===== src/rtl/fdag_pkg.sv =====
package fdag_pkg;

  typedef enum logic [0:0] {
    ST_IDLE = 1'b0,
    ST_RUN  = 1'b1
  } fdag_state_e;

  // Number of 32-bit words needed to cover a byte count.
  function automatic logic [31:0] words_for_bytes(input logic [31:0] nbytes);
    return (nbytes + 32'd3) >> 2;
  endfunction

  // Enables for the last word of a line, given the byte count's low bits.
  function automatic logic [3:0] tail_enables(input logic [1:0] rem);
    logic [3:0] be;
    case (rem)
      2'd1:    be = 4'b0001;
      2'd2:    be = 4'b0011;
      2'd3:    be = 4'b0111;
      default: be = 4'b1111;
    endcase
    return be;
  endfunction

  // Stride with the low two bits dropped.
  function automatic logic [31:0] aligned_stride(input logic [31:0] p);
    return {p[31:2], 2'b00};
  endfunction

endpackage


===== src/rtl/fdag_line_walker.sv =====
module fdag_line_walker #(
  parameter int ADDR_W = 32,
  parameter int LINE_W = 12
) (
  input  logic              clk,
  input  logic              rst_n,
  input  logic              load,
  input  logic [ADDR_W-1:0] base,
  input  logic              advance,
  input  logic [ADDR_W-1:0] stride,
  input  logic [LINE_W-1:0] lines,
  output logic [ADDR_W-1:0] line_addr,
  output logic [LINE_W-1:0] line_idx,
  output logic              last_line
);

  always_ff @(posedge clk or negedge rst_n) begin
    if (!rst_n) begin
      line_addr <= '0;
      line_idx  <= '0;
    end else if (load) begin
      line_addr <= base;
      line_idx  <= '0;
    end else if (advance) begin
      line_addr <= line_addr + stride;
      line_idx  <= line_idx + LINE_W'(1);
    end
  end

  assign last_line = (line_idx == lines - LINE_W'(1));

endmodule


===== src/rtl/fdag_word_walker.sv =====
module fdag_word_walker #(
  parameter int BYTE_W = 14
) (
  input  logic              clk,
  input  logic              rst_n,
  input  logic              clear,
  input  logic              step,
  input  logic [BYTE_W-1:0] nbytes,
  output logic [BYTE_W-1:0] word_idx,
  output logic [BYTE_W-1:0] words_per_line,
  output logic              last_word,
  output logic [3:0]        be
);

  assign words_per_line = BYTE_W'(fdag_pkg::words_for_bytes(32'(nbytes)));
  assign last_word      = (word_idx == words_per_line - BYTE_W'(1));
  assign be             = last_word ? fdag_pkg::tail_enables(nbytes[1:0]) : 4'hF;

  always_ff @(posedge clk or negedge rst_n) begin
    if (!rst_n) begin
      word_idx <= '0;
    end else if (clear) begin
      word_idx <= '0;
    end else if (step) begin
      word_idx <= word_idx + BYTE_W'(1);
    end
  end

endmodule


===== src/rtl/field_dma_addr_gen.sv =====
module field_dma_addr_gen #(
  parameter int ADDR_W = 32,
  parameter int LINE_W = 12,
  parameter int BYTE_W = 14
) (
  input  logic              clk,
  input  logic              rst_n,
  input  logic [ADDR_W-1:0] cfg_base_odd,
  input  logic [ADDR_W-1:0] cfg_base_even,
  input  logic [ADDR_W-1:0] cfg_pitch,
  input  logic [LINE_W-1:0] cfg_lines,
  input  logic [BYTE_W-1:0] cfg_bytes,
  input  logic              fld_start,
  input  logic              fld_odd,
  input  logic              fifo_full,
  input  logic              req_grant,
  output logic              req_valid,
  output logic [ADDR_W-1:0] req_addr,
  output logic [3:0]        req_be,
  output logic              busy,
  output logic              field_done,
  output logic              cfg_pitch_err
);
  import fdag_pkg::*;

  localparam int OFS_W = BYTE_W + 2;

  fdag_state_e       state;
  logic              done_q;
  logic [ADDR_W-1:0] sel_base;
  logic [ADDR_W-1:0] stride;
  logic [ADDR_W-1:0] line_addr;
  logic [LINE_W-1:0] line_idx;
  logic              last_line;
  logic [BYTE_W-1:0] word_idx;
  logic [BYTE_W-1:0] wpl;
  logic              last_word;
  logic [3:0]        be;
  logic              empty_field;

  // Named internal events
  logic handshake;
  logic ev_word_step;
  logic ev_line_adv;
  logic ev_field_end;
  logic ev_restart;

  assign sel_base     = fld_odd ? cfg_base_odd : cfg_base_even;
  assign stride       = ADDR_W'(aligned_stride(32'(cfg_pitch)));
  assign empty_field  = (cfg_lines == '0) || (cfg_bytes == '0);

  assign busy         = (state == ST_RUN);
  assign req_valid    = busy && !fifo_full;
  assign handshake    = req_valid && req_grant;
  assign ev_restart   = fld_start;
  assign ev_word_step = handshake && !last_word && !fld_start;
  assign ev_line_adv  = handshake && last_word && !last_line && !fld_start;
  assign ev_field_end = handshake && last_word && last_line && !fld_start;

  fdag_line_walker #(
    .ADDR_W (ADDR_W),
    .LINE_W (LINE_W)
  ) u_lines (
    .clk       (clk),
    .rst_n     (rst_n),
    .load      (ev_restart),
    .base      (sel_base),
    .advance   (ev_line_adv),
    .stride    (stride),
    .lines     (cfg_lines),
    .line_addr (line_addr),
    .line_idx  (line_idx),
    .last_line (last_line)
  );

  fdag_word_walker #(
    .BYTE_W (BYTE_W)
  ) u_words (
    .clk            (clk),
    .rst_n          (rst_n),
    .clear          (ev_restart || ev_line_adv),
    .step           (ev_word_step),
    .nbytes         (cfg_bytes),
    .word_idx       (word_idx),
    .words_per_line (wpl),
    .last_word      (last_word),
    .be             (be)
  );

  assign req_addr      = line_addr + ADDR_W'({word_idx, 2'b00});
  assign req_be        = be;
  assign field_done    = done_q;
  assign cfg_pitch_err = |cfg_pitch[1:0];

  always_ff @(posedge clk or negedge rst_n) begin
    if (!rst_n) begin
      state  <= ST_IDLE;
      done_q <= 1'b0;
    end else if (ev_restart) begin
      state  <= empty_field ? ST_IDLE : ST_RUN;
      done_q <= empty_field;
    end else if (ev_field_end) begin
      state  <= ST_IDLE;
      done_q <= 1'b1;
    end else begin
      done_q <= 1'b0;
    end
  end

  // ---------------- assertions ----------------
  a_r6_no_req_when_full: assert property (@(posedge clk) disable iff (!rst_n)
    fifo_full |-> !req_valid);

  a_r6_hold_until_grant: assert property (@(posedge clk) disable iff (!rst_n)
    (req_valid && !req_grant && !fld_start) |=>
      (busy && req_addr == $past(req_addr) && req_be == $past(req_be)));

  a_r7_done_single: assert property (@(posedge clk) disable iff (!rst_n)
    field_done |=> !field_done);

  a_r7_idle_no_req: assert property (@(posedge clk) disable iff (!rst_n)
    !busy |-> !req_valid);

  a_r7_done_idle: assert property (@(posedge clk) disable iff (!rst_n)
    field_done |-> !busy);

  a_r1_first_addr: assert property (@(posedge clk) disable iff (!rst_n)
    fld_start |=> (!busy ||
      req_addr == ($past(fld_odd) ? $past(cfg_base_odd) : $past(cfg_base_even))));

  a_r5_low_byte_on: assert property (@(posedge clk) disable iff (!rst_n)
    req_valid |-> (req_be[0] && $countones(req_be + 4'd1) <= 1));

  a_r3_line_in_range: assert property (@(posedge clk) disable iff (!rst_n)
    busy |-> (line_idx < cfg_lines));

  a_r4_word_in_range: assert property (@(posedge clk) disable iff (!rst_n)
    busy |-> (word_idx < wpl));

endmodule


===== config.mk =====
export PLATFORM = sky130hd
export DESIGN_NAME = field_dma_addr_gen
export DESIGN_NICKNAME = d
export VERILOG_FILES = /design/src/rtl/fdag_pkg.sv /design/src/rtl/fdag_line_walker.sv /design/src/rtl/fdag_word_walker.sv /design/src/rtl/field_dma_addr_gen.sv
export SDC_FILE = /design/constraint.sdc
export NUM_CORES = 1
export LEC_CHECK = 0
export ABC_AREA = 1
export BUFFER_PORTS_ARGS = -buffer_cell sky130_fd_sc_hd__buf_2
export CORE_UTILIZATION = 29
export CTS_BUF_LIST = sky130_fd_sc_hd__clkbuf_8
export DETAILED_ROUTE_END_ITERATION = 8
export PLACE_DENSITY = 0.56
export SYNTH_ARGS = -nofsm -noshare
export SYNTH_HDL_FRONTEND = slang
export SYNTH_HIERARCHICAL = 1
export SYNTH_SLANG_ARGS = --single-unit

===== constraint.sdc =====
create_clock -name clk -period 2.7 [get_ports clk]
set_input_delay 0.135 -clock clk [delete_from_list [all_inputs] [get_ports clk]]
set_output_delay 0.135 -clock clk [all_outputs]
set_load 0.01 [all_outputs]

Yosys cells after proc, flatten, opt, wreduce, memory -nomap -nowiden
Index checks and enable logic that the tools add are counted.

operators by class
  add/sub/neg operators = 7
  equal/unequal tests = 5
  mux-type cells = 14
  reduce and logical (&&, ||, !) cells = 21

operators by type and width
  cell                     count
  $mux W32                 3
  $add A32 B16 Y32         1
  $add A32 B32 Y32         1
  $mux W14                 2
  $mux W12                 2
  $add A14 B2 Y15 const B  1
  $add A14 B1 Y14 const B  1
  $eq A14 B14 Y1           1
  $logic_not A14 Y1        1
  $sub A14 B1 Y14 const B  1
  $add A12 B1 Y12 const B  1
  $eq A12 B12 Y1           1
  $logic_not A12 Y1        1
  $pmux W4 S3              1
  $sub A12 B1 Y12 const B  1
  $logic_and A1 B1 Y1      9
  $reduce_bool A2 Y1       3
  $mux W1                  5
  $eq A2 B2 Y1 const B     2
  $logic_not A1 Y1         4
  $mux W4                  1
  $eq A2 B1 Y1 const B     1
  $logic_or A1 B1 Y1       2
  $reduce_or A2 Y1         1

storage, ports and cells
  register bits after elaboration = 60
  input bits = 128
  output and inout bits = 40
  word-level logic and storage cells = 52

Longest topological paths before layout
Gate-level depths: netlist of the first run.

  depth after elaboration = 8
  depth in mapped cells = 31
  depth with buffers taken out = 31

By module
Netlist of the first run, hierarchy kept.

by module, submodules not included
  module              times used  cells each  area each (um2)
  fdag_line_walker    1           777         4692.0
  field_dma_addr_gen  1           383         2122.0
  fdag_word_walker    1           318         1966.9

Worst setup path before layout of the first run
No wires, ideal clock.

  path kind = input port to flip-flop
  from = input cfg_bytes[1]
  to = register u_words.word_idx[12]
  arrival = 3.374 ns
  data required time = 2.623 ns
  slack = -0.751 ns
  stages = 29
  cell sequence = inv_1 -> ha_1 -> inv_1 -> nand2_1 -> nand2_2 -> ha_1 -> xnor2_1 -> a21oi_1 -> nand2_1 -> nor2_1 -> nand2_1 -> nor2_1 -> nand2_1 -> nor2_4 -> nand2_2 -> nor2_2 -> or3b_1 -> nand2_1 -> nor2_1 -> inv_1 -> and3_1 -> nand2_1 -> nor2_1 -> nand2_1 -> nor2_1 -> nand2_1 -> o21ai_0 -> nand2_1 -> a21oi_1

between the ends
  longest elaborated chain between the ends = 8
  elaborated cells on any way between the ends = 12
  classes of those cells = add/sub (2); eq/ne (1); mux (1); reduce/logical (8)

RTL lines
  element                                                RTL line                  text
  start, declared                                        field_dma_addr_gen.sv:12  input logic [BYTE_W-1:0] cfg_bytes,
  $add A14 B2 Y15 (*)                                    fdag_pkg.sv:10            return (nbytes + 32'd3) >> 2;
  $sub A14 B1 Y14 (*)                                    fdag_word_walker.sv:16    assign last_word = (word_idx == words_per_line - BYTE_W'(1));
  $eq A14 B14 Y1 (*)                                     fdag_word_walker.sv:16
  via last_word                                          field_dma_addr_gen.sv:37  logic last_word;
  $logic_and A1 B1 Y1 (3 in a row)                       field_dma_addr_gen.sv:57  assign ev_line_adv = handshake && last_word && !last_line && !fld_start;
  $logic_or A1 B1 Y1                                     field_dma_addr_gen.sv:81  .clear (ev_restart || ev_line_adv),
  $mux W14 / $reduce_bool A2 Y1 (equally long branches)  --
  end signal, assigned                                   fdag_word_walker.sv:25    word_idx <= word_idx + BYTE_W'(1);
  end, declared                                          fdag_word_walker.sv:9     output logic [BYTE_W-1:0] word_idx,

The timed path passes the listed nets; every way through them passes the cells marked *.
A chain may end at the register's enable or synchronous reset.

Worst setup path in the final report of the first run
  from = input cfg_bytes[0]
  to = register u_words.word_idx[12]

between the ends
  longest elaborated chain between the ends = 8
  elaborated cells on any way between the ends = 12
  classes of those cells = add/sub (2); eq/ne (1); mux (1); reduce/logical (8)

RTL lines
  element                                                RTL line                  text
  $add A14 B2 Y15 (*)                                    fdag_pkg.sv:10
  via wpl[4]                                             field_dma_addr_gen.sv:36  logic [BYTE_W-1:0] wpl;
  $sub A14 B1 Y14 (*)                                    fdag_word_walker.sv:16
  $eq A14 B14 Y1 (*)                                     fdag_word_walker.sv:16
  via last_word                                          field_dma_addr_gen.sv:37
  $logic_and A1 B1 Y1 (3 in a row)                       field_dma_addr_gen.sv:57
  $logic_or A1 B1 Y1                                     field_dma_addr_gen.sv:81
  $mux W14 / $reduce_bool A2 Y1 (equally long branches)  --

Marks and branches as above.

==> results_dict.tcl, run 1 <==
set metrics [dict create \
    netlist_area_um2 8770 \
    drtIter0Drc 513 \
    postRouteAntennaNets 0 \
    peakVddDrop_v 0.000164 \
    place_area_um2 10700 \
    fp-row-count 63 \
    antenna_found_initial 2 \
    die_area_um2 30900 \
    drc 0 \
    htreeDepth 3 \
    yosys_warnings 6 \
    dpl.cell_count 2101 \
    grt_use_met3_pct 1.43 \
    postRouteWirelength_mm 29.9 \
    synthToLayoutAreaGrowth_pct 33.1 \
    gp_congestion 0.894 \
    drv_cap 0 \
    required_ps 3010 \
    path_depth 29 \
    cts_tree "yes" \
    overflow 0 \
    cp-end-kind "flip-flop" \
    via_per_inst 4.68 \
    layout_min_cycle_time_ps 3000 \
    power.density_nw_per_um2 301 \
    swShare_pct 44.3 \
    cts_buffers 9 \
    routed-via-count 10038 \
    grt_pass1_vias 9626 \
    grt_pass1_wl_mm 46.9 \
    power.internal_uw 1960 \
    die_h_um 176 \
    fin_nets 1931 \
    slew_violations 0 \
    status "complete, but fails checks" \
    clock_insertion_delay_worst_skew_ps 380 \
    cpMaxStageDelayCell "or3b_4" \
    rsz0062_at_grt "true" \
    p_seq_share_pct 30.1 \
    first_pass_iters 5 \
    switching_power_uw 1560 \
    port_buffers 166 \
    io_pins 168 \
    max_stage_delay_ps 410 \
    use_met2_pct 33.7 \
    worst-path-buf-inv 5 \
    dp_hpwl_mm 24.5 \
    violations "setup timing" \
    grt_max_degree 37 \
    critPathKind "in -> reg" \
    syn_area_per_cell_um2 5.94 \
    worst_slew_pin_slew_ps 795 \
    crit_path_start_kind "primary input" \
    arrival_ps 3310 \
    setup_violations 48 \
    crit_top_cell "nor2_4" \
    clock_path_buffers 2 \
    critPathMaxFanout 4 \
    finalPower_uw 3510 \
    clock_skew_ps 14.0 \
    start_util_pct 29.5 \
    clock-root-buffer "clkbuf_8" \
    die_x_um 176 \
    layout_setup_ws_ps -302 \
    wire_per_inst_um 13.9 \
    pwr-share-clk_pct 23.5 \
    cts_num_sinks 60 \
    fmax_mhz 333 \
    hp-class "in -> reg" \
    combPwrFrac_pct 46.4 \
    top_usage_layer "met2" \
    n_fill_cell 3202 \
    final_hold_viol_count 0 \
    p_leak_uw 0.00635 \
    r2r_cells 23 \
    fin_cells 2145 \
    slew_headroom_pct 47.0 \
    met1_usage_pct 24.7 \
    utilization_pct 39.3 \
    synthCells 1476 \
    grt_usage_pct 19.2 \
    fp.coreArea_um2 29700 \
    drive_gt1_share_pct 29.4 \
    critPathTopFamily "simple AND/OR/NAND/NOR gates" \
    clkTransAtPathRegs_ps 80 \
    min_delay_path_depth 3 \
    fin_crit_sh_pct 111 \
    final_cell_area_um2 11700 \
]
## sequential cells by signal, summed over array words and instances (netlist names)
signal	flops
u_lines/line_addr	32
u_words/word_idx	14
u_lines/line_idx	12
busy	1
field_done	1
## layout make-up
class                      count  area (um2)  area share (%)
multi-input combinational   1150        6730            57.6
timing repair buffer         276        1800            15.4
sequential                    60        1500            12.9
inverter                     251         972            8.33
tap                          390         488            4.18
clock buffer                  10         138            1.18
clock inverter                 6        46.3           0.396
timing repair inverter         1        7.51          0.0643
antenna                        1        2.50          0.0214
## tightest hold or removal path, cell delays in order
cell     delay, ps
buf_2          180
nand3_1        100
nand2_1         50
## repair_timing
item / in CTS / in global routing
endpoints found under the setup margin: 54 / 65
buffers inserted: 12 / 12
gates resized for setup: 30 / 120
cloned: 1 / 4
pin swaps: 20 / 33
hold endpoints to repair: 17 / 0
hold buffers: 1 / 0
## power groups by stage
stage / registers (uW) / clock network [uW] / logic, uW
6_report: 1060 / 827 / 1630
5_1_grt: 1060 / 866 / 1840
4_1_cts: 1050 / 842 / 1550
3_5_place_dp: 1070 / 0 / 1520
3_3_place_gp: 1060 / 0 / 1510
2_1_floorplan: 1020 / 0 / 1020
## routing by layer
metal	wire length (um)	up-vias	share of wire, %
met5	13	-	0.043
met4	684	2	2.3
met3	1150	41	3.9
met2	14700	206	49
met1	13400	4573	45
li1	-	5216	-
## per-stage QoR
stage	setup TNS [ps]	setup slack [ps]	hold WS, ps
floorplan	-9660	-486	-161
global placement	-34110	-810	125
detailed placement	-36560	-923	128
CTS	-8280	-312	87.8
global route	-16580	-546	116
finish	-6400	-302	126
## path summary, 6_finish.rpt
| check | startpoint | endpoint | slack, ps |
|---|---|---|---|
| max in group asynchronous | rst_n | u_lines/line_idx[0]$_DFFE_PN0P_ | 1660 |
| worst max-delay path | cfg_bytes[0] | u_words/word_idx[12]$_DFFE_PN0P_ | -300 |
| worst min-delay path | fld_start | busy$_DFFE_PN0P_ | 130 |
| worst min register to register | u_lines/line_addr[0]$_DFFE_PN0P_ | u_lines/line_addr[0]$_DFFE_PN0P_ | 530 |
| min in group asynchronous | rst_n | u_lines/line_addr[26]$_DFFE_PN0P_ | 240 |
| worst max register to register | u_words/word_idx[1]$_DFFE_PN0P_ | u_words/word_idx[12]$_DFFE_PN0P_ | -220 |
## placed cells by master (no fill, tap or decap), types with 11 or more instances in the layout
| cell | n |
|---|---|
| nand4_1 | 16 |
| nor2_4 | 27 |
| ha_1 | 50 |
| xnor2_1 | 17 |
| buf_6 | 11 |
| nor2_2 | 13 |
| dfrtp_1 | 60 |
| o21ai_1 | 18 |
| nor2_1 | 107 |
| mux2_2 | 31 |
| nand2_1 | 507 |
| nand2_4 | 11 |
| nand2_2 | 42 |
| buf_2 | 162 |
| a21oi_1 | 44 |
| a22oi_2 | 19 |
| nor3_1 | 15 |
| xor2_1 | 24 |
| nand3_2 | 16 |
| nand3_1 | 99 |
| buf_4 | 94 |
| inv_2 | 12 |
| inv_1 | 230 |
Power figures use the tool's default switching activity.
==> run 2: changes to the inputs <==
Settings changed: SETUP_SLACK_MARGIN set to 0.1.
==> results_dict.tcl, run 2 (synthesis results as in run 1) <==
set metrics [dict create \
    overflow 0 \
    cts_tree "yes" \
    final_hold_viol_count 0 \
    die_h_um 176 \
    hold_path_end "u_lines/line_addr[20]$_DFFE_PN0P_" \
    r2r_start "u_words/word_idx[1]$_DFFE_PN0P_" \
    required_ps 3020 \
    reg_top3 "u_lines/line_addr (32), u_words/word_idx (14), u_lines/line_idx (12)" \
    clock_skew_ps 19.8 \
    grt_max_degree 34 \
    cp-end-kind "flip-flop" \
    p_leak_uw 0.00639 \
    crit_path_start_kind "primary input" \
    fp.coreArea_um2 29700 \
    routed-via-count 10139 \
    r2r_end "u_lines/line_addr[12]$_DFFE_PN0P_" \
    crit_top_cell "nor2_4" \
    postRouteAntennaNets 0 \
    worstHoldStart "cfg_base_even[20]" \
    power.density_nw_per_um2 292 \
    clock-root-buffer "clkbuf_8" \
    status "complete, but fails checks" \
    cts_num_sinks 60 \
    antenna_found_initial 1 \
    largest_register_ffs 32 \
    layout_min_cycle_time_ps 3070 \
    fin_crit_sh_pct 114 \
    combPwrFrac_pct 48.0 \
    critPathMaxFanout 5 \
    start_util_pct 29.5 \
    fp-row-count 63 \
    port_buffers 166 \
    r2r_cells 21 \
    io_pins 168 \
    drtIter0Drc 637 \
    die_area_um2 30900 \
    drv_cap 0 \
    dp_hpwl_mm 24.5 \
    arrival_ps 3390 \
    clock_path_buffers 2 \
    topRoutingLayerUsed "met4" \
    cpMaxStageDelayCell "or3b_4" \
    switching_power_uw 1530 \
    hp-class "in -> reg" \
    met1_length_mm 13.3 \
    clkTransAtPathRegs_ps 80 \
    max_stage_delay_ps 410 \
    rsz0062_at_grt "true" \
    power.internal_uw 1920 \
    layout_common_cells "nand2_1 (508), inv_1 (230), buf_2 (162)" \
    postRouteWirelength_mm 30.1 \
    clock_insertion_delay_worst_skew_ps 370 \
    final_common_cell "nand2_1" \
    largest-register "u_lines/line_addr" \
    synthToLayoutAreaGrowth_pct 34.7 \
    slew_violations 0 \
    pwr-share-clk_pct 21.2 \
    htreeDepth 3 \
    fin_setup_tns_ps -12770 \
    setup_violations 52 \
    first_pass_iters 5 \
    drive_gt1_share_pct 29.7 \
    grt_usage_pct 19.7 \
    layout_setup_ws_ps -370 \
    fmax_mhz 326 \
    critPathKind "in -> reg" \
    gp_congestion 0.913 \
    r2r_setup_slack_ps -250 \
    wire_per_inst_um 14.0 \
    worst_slew_pin_slew_ps 820 \
    place_area_um2 10800 \
    min_delay_path_depth 4 \
    wl_met2_mm 14.9 \
    p_seq_share_pct 30.8 \
    dpl_worst_slack_ps -934 \
    fin_nets 1935 \
    cts_buffers 9 \
    slew_headroom_pct 45.3 \
    final_cell_area_um2 11800 \
    drc 0 \
    violations "setup timing" \
    via_per_inst 4.72 \
    peakVddDrop_v 0.000166 \
    die_x_um 176 \
    swShare_pct 44.3 \
    wl_met3_mm 1.34 \
    grt_pass1_vias 9752 \
    grt_pass1_wl_mm 48.3 \
]
run 2: changes by cell type in the layout (fill, tap and decap cells not counted), sizes merged:
cell	change
buf	+4
clkinv	+2
clkbuf	-2
inv	-2
bufbuf	+1
run 2: metal layers:
metal / GRT usage [%] / up-vias
met4: 5.22 / 0
met3: 1.97 / 44
met2: 35.1 / 253
met5: 0 / -
li1: - / 5217
met1: 25.2 / 4625
run 2: area by class of cell:
type / instances / area (um2)
repair inverters: 1 / 7.51
multi-input cells: 1150 / 6780
clock inverters: 6 / 33.8
fillers: 3194 / 17900
flip-flops and latches: 60 / 1500
inverters: 251 / 975
clock buffers: 9 / 124
diodes: 1 / 2.50
repair buffers: 280 / 1900
well taps: 390 / 488
run 2: worst max path at each step:
stage                 startpoint  cells past startpoint                                 to  slack, ps
CTS                 cfg_bytes[1]                     31   u_words/word_idx[13]$_DFFE_PN0P_       -400
detailed placement  cfg_bytes[0]                     29   u_words/word_idx[13]$_DFFE_PN0P_       -930
finish              cfg_bytes[1]                     29  u_lines/line_addr[12]$_DFFE_PN0P_       -370
floorplan           cfg_bytes[0]                     29   u_words/word_idx[12]$_DFFE_PN0P_       -490
global placement    cfg_bytes[0]                     29   u_words/word_idx[13]$_DFFE_PN0P_       -810
global route        cfg_bytes[1]                     31   u_words/word_idx[11]$_DFFE_PN0P_       -610
run 2: power by group through the flow:
stage                     registers (uW)  logic (uW)  clock network [uW]
after detailed placement            1070        1520                   0
after CTS                           1050        1600                 752
after floorplan                     1020        1020                   0
after global routing                1070        1860                 789
final                               1060        1660                 731
after global placement              1070        1510                   0
run 2: critical path, delay by kind of cell:
family	cells	cell delay (ps)
AND/OR/NAND/NOR	16	1850
AO/OA/AOI/OAI	2	170
adder cells (fa/ha/maj)	1	160
buffers and inverters	10	1040
run 2: timing repair:
item / CTS / global route
pin swaps: 40 / 23
endpoints found under the hold margin: 27 / 0
setup buffers: 19 / 6
hold buffers: 1 / 0
resized for setup: 89 / 67
setup endpoints to repair: 65 / 79
gates cloned: 4 / 1
run 2: per-stage QoR:
stage	cells	hold WS (ps)	total power (uW)	util (%)
after floorplan	1478	-161	2040	-
after global placement	2103	242	2580	36.2
after detailed placement	2103	248	2590	36.2
after CTS	2141	115	3410	38.6
after global routing	2147	130	3720	39.7
final	2148	131	3450	39.7
==> run 3: changes to the inputs <==
Settings changed: BUFFER_PORTS_ARGS -buffer_cell sky130_fd_sc_hd__buf_2 to -buffer_cell sky130_fd_sc_hd__clkbuf_2.
==> results_dict.tcl, run 3 (synthesis results as in run 1) <==
set metrics [dict create \
    status "complete, but fails checks" \
    violations "setup timing" \
    power.internal_uw 2110 \
    io_pins 168 \
    drtIter0Drc 598 \
    routed-via-count 10062 \
    num_antenna_cells 0 \
    power.density_nw_per_um2 314 \
    dp_hpwl_mm 24.5 \
    final_common_cell "nand2_1" \
    hold_slack_ps 134 \
    pwr-share-clk_pct 26.8 \
    layout_common_cells "nand2_1 (511), inv_1 (230), clkbuf_2 (162)" \
    max_stage_delay_ps 410 \
    p_seq_share_pct 29.0 \
    layout_setup_ws_ps -413 \
    fin_nets 1933 \
    crit_top_cell "nor2_4" \
    cts_buffers 9 \
    peakVddDrop_v 0.000253 \
    die_x_um 176 \
    fin_setup_tns_ps -7560 \
    swShare_pct 42.3 \
    crit_path_start_kind "primary input" \
    postRouteAntennaNets 0 \
    drive_gt1_share_pct 28.7 \
    via_per_inst 4.69 \
    largest-register "u_lines/line_addr" \
    slew_headroom_pct 40.4 \
    critPathTopFamily "simple AND/OR/NAND/NOR gates" \
    synthToLayoutAreaGrowth_pct 32.7 \
    worst_slew_pin_slew_ps 894 \
    die_h_um 176 \
    fmax_mhz 321 \
    htreeDepth 3 \
    cts_tree "yes" \
    min_delay_path_depth 4 \
    gp_congestion 0.920 \
    grt_usage_pct 19.0 \
    start_util_pct 29.5 \
    slew_violations 0 \
    wire_per_inst_um 13.8 \
    clock_insertion_delay_worst_skew_ps 370 \
    cpMaxStageDelayCell "or3b_4" \
    largest_register_ffs 32 \
    grt_max_degree 39 \
    clock-root-buffer "clkbuf_8" \
    switching_power_uw 1540 \
    cts_num_sinks 60 \
    overflow 0 \
    port_buffers 166 \
    hp-class "in -> reg" \
    arrival_ps 3400 \
    clock_skew_ps 22.5 \
    critPathKind "in -> reg" \
    fp.coreArea_um2 29700 \
    clkTransAtPathRegs_ps 90 \
    grt_pass1_vias 9619 \
    postRouteWirelength_mm 29.7 \
    final_hold_viol_count 0 \
    reg_top3 "u_lines/line_addr (32), u_words/word_idx (14), u_lines/line_idx (12)" \
    n_fill_cell 3237 \
    layout_min_cycle_time_ps 3110 \
    path_depth 31 \
    grt_pass1_wl_mm 46.6 \
    required_ps 2980 \
    first_pass_iters 5 \
    rsz0062_at_grt "true" \
    critPathMaxFanout 6 \
    r2r_cells 23 \
    antenna_found_initial 0 \
    setup_violations 54 \
    drv_cap 0 \
    fp-row-count 63 \
    cp-end-kind "flip-flop" \
    p_leak_uw 0.00638 \
    die_area_um2 30900 \
    combPwrFrac_pct 44.2 \
    fin_crit_sh_pct 115 \
    utilization_pct 39.2 \
    drc 0 \
    clock_path_buffers 2 \
    worst-path-buf-inv 6 \
]
-- run 3: cell count changes in the layout (fill, tap and decap cells not counted), sizes merged --
cell	change
clkinv	-2
bufinv	+2
buf	-165
inv	+2
clkbuf	+163
diode	-1
bufbuf	-1
-- run 3: tightest hold or removal path, delay by kind of cell --
kind | cells | cell delay (ps)
compound gates | 1 | 80
buf+inv | 1 | 70
mux | 1 | 130
simple gates | 1 | 60
-- run 3: power by group through the flow --
stage	Clock (uW)	Sequential (uW)	Combinational (uW)
2_1_floorplan	0	1020	1020
3_3_place_gp	0	1070	1500
3_5_place_dp	0	1070	1520
4_1_cts	1000	1050	1540
5_1_grt	1030	1070	1810
6_report	978	1060	1610
-- run 3: area by class of cell --
cell class                 count  area, um2  share of cell area [%]
multi-input combinational   1150       6680                    57.4
timing repair buffer         277       1760                    15.2
sequential                    60       1500                    12.9
inverter                     251        962                    8.27
tap                          390        488                    4.19
clock buffer                   9        124                    1.06
clock inverter                 7       98.8                   0.849
timing repair inverter         2       15.0                   0.129
-- run 3: stage by stage --
step	power (uW)	area, um2	std cells	worst slack [ps]
after floorplan	2040	8850	1478	-486
after global routing	3910	11600	2146	-653
final	3650	11600	2146	-413
after global placement	2570	10700	2101	-811
after CTS	3600	11100	2128	-319
after detailed placement	2590	10700	2101	-888
-- run 3: what timing repair did --
action	CTS	global route
setup buffers	9	16
setup endpoints to repair	62	79
hold endpoints to repair	15	0
hold buffers	1	0
cloned	1	3
resized for setup	33	90
pin swaps	30	45
-- run 3: final timing paths --
kind	from	slack (ps)	endpoint
max	cfg_bytes[1]	-410	u_words/word_idx[12]$_DFFE_PN0P_
min	cfg_base_even[5]	130	u_lines/line_addr[5]$_DFFE_PN0P_
max reg2reg	u_words/word_idx[1]$_DFFE_PN0P_	-290	u_words/word_idx[12]$_DFFE_PN0P_
min reg2reg	busy$_DFFE_PN0P_	530	busy$_DFFE_PN0P_
max in group asynchronous	rst_n	1670	u_lines/line_addr[24]$_DFFE_PN0P_
min in group asynchronous	rst_n	280	u_lines/line_addr[5]$_DFFE_PN0P_
-- run 3: per-layer routing --
metal | share of wire, % | track usage, % | vias to the layer above
met2 | 48 | 32.9 | 240
met3 | 5.2 | 2.36 | 50
met5 | 0 | 0 | -
met4 | 3.1 | 6.81 | 0
li1 | - | - | 5204
met1 | 44 | 24.0 | 4568
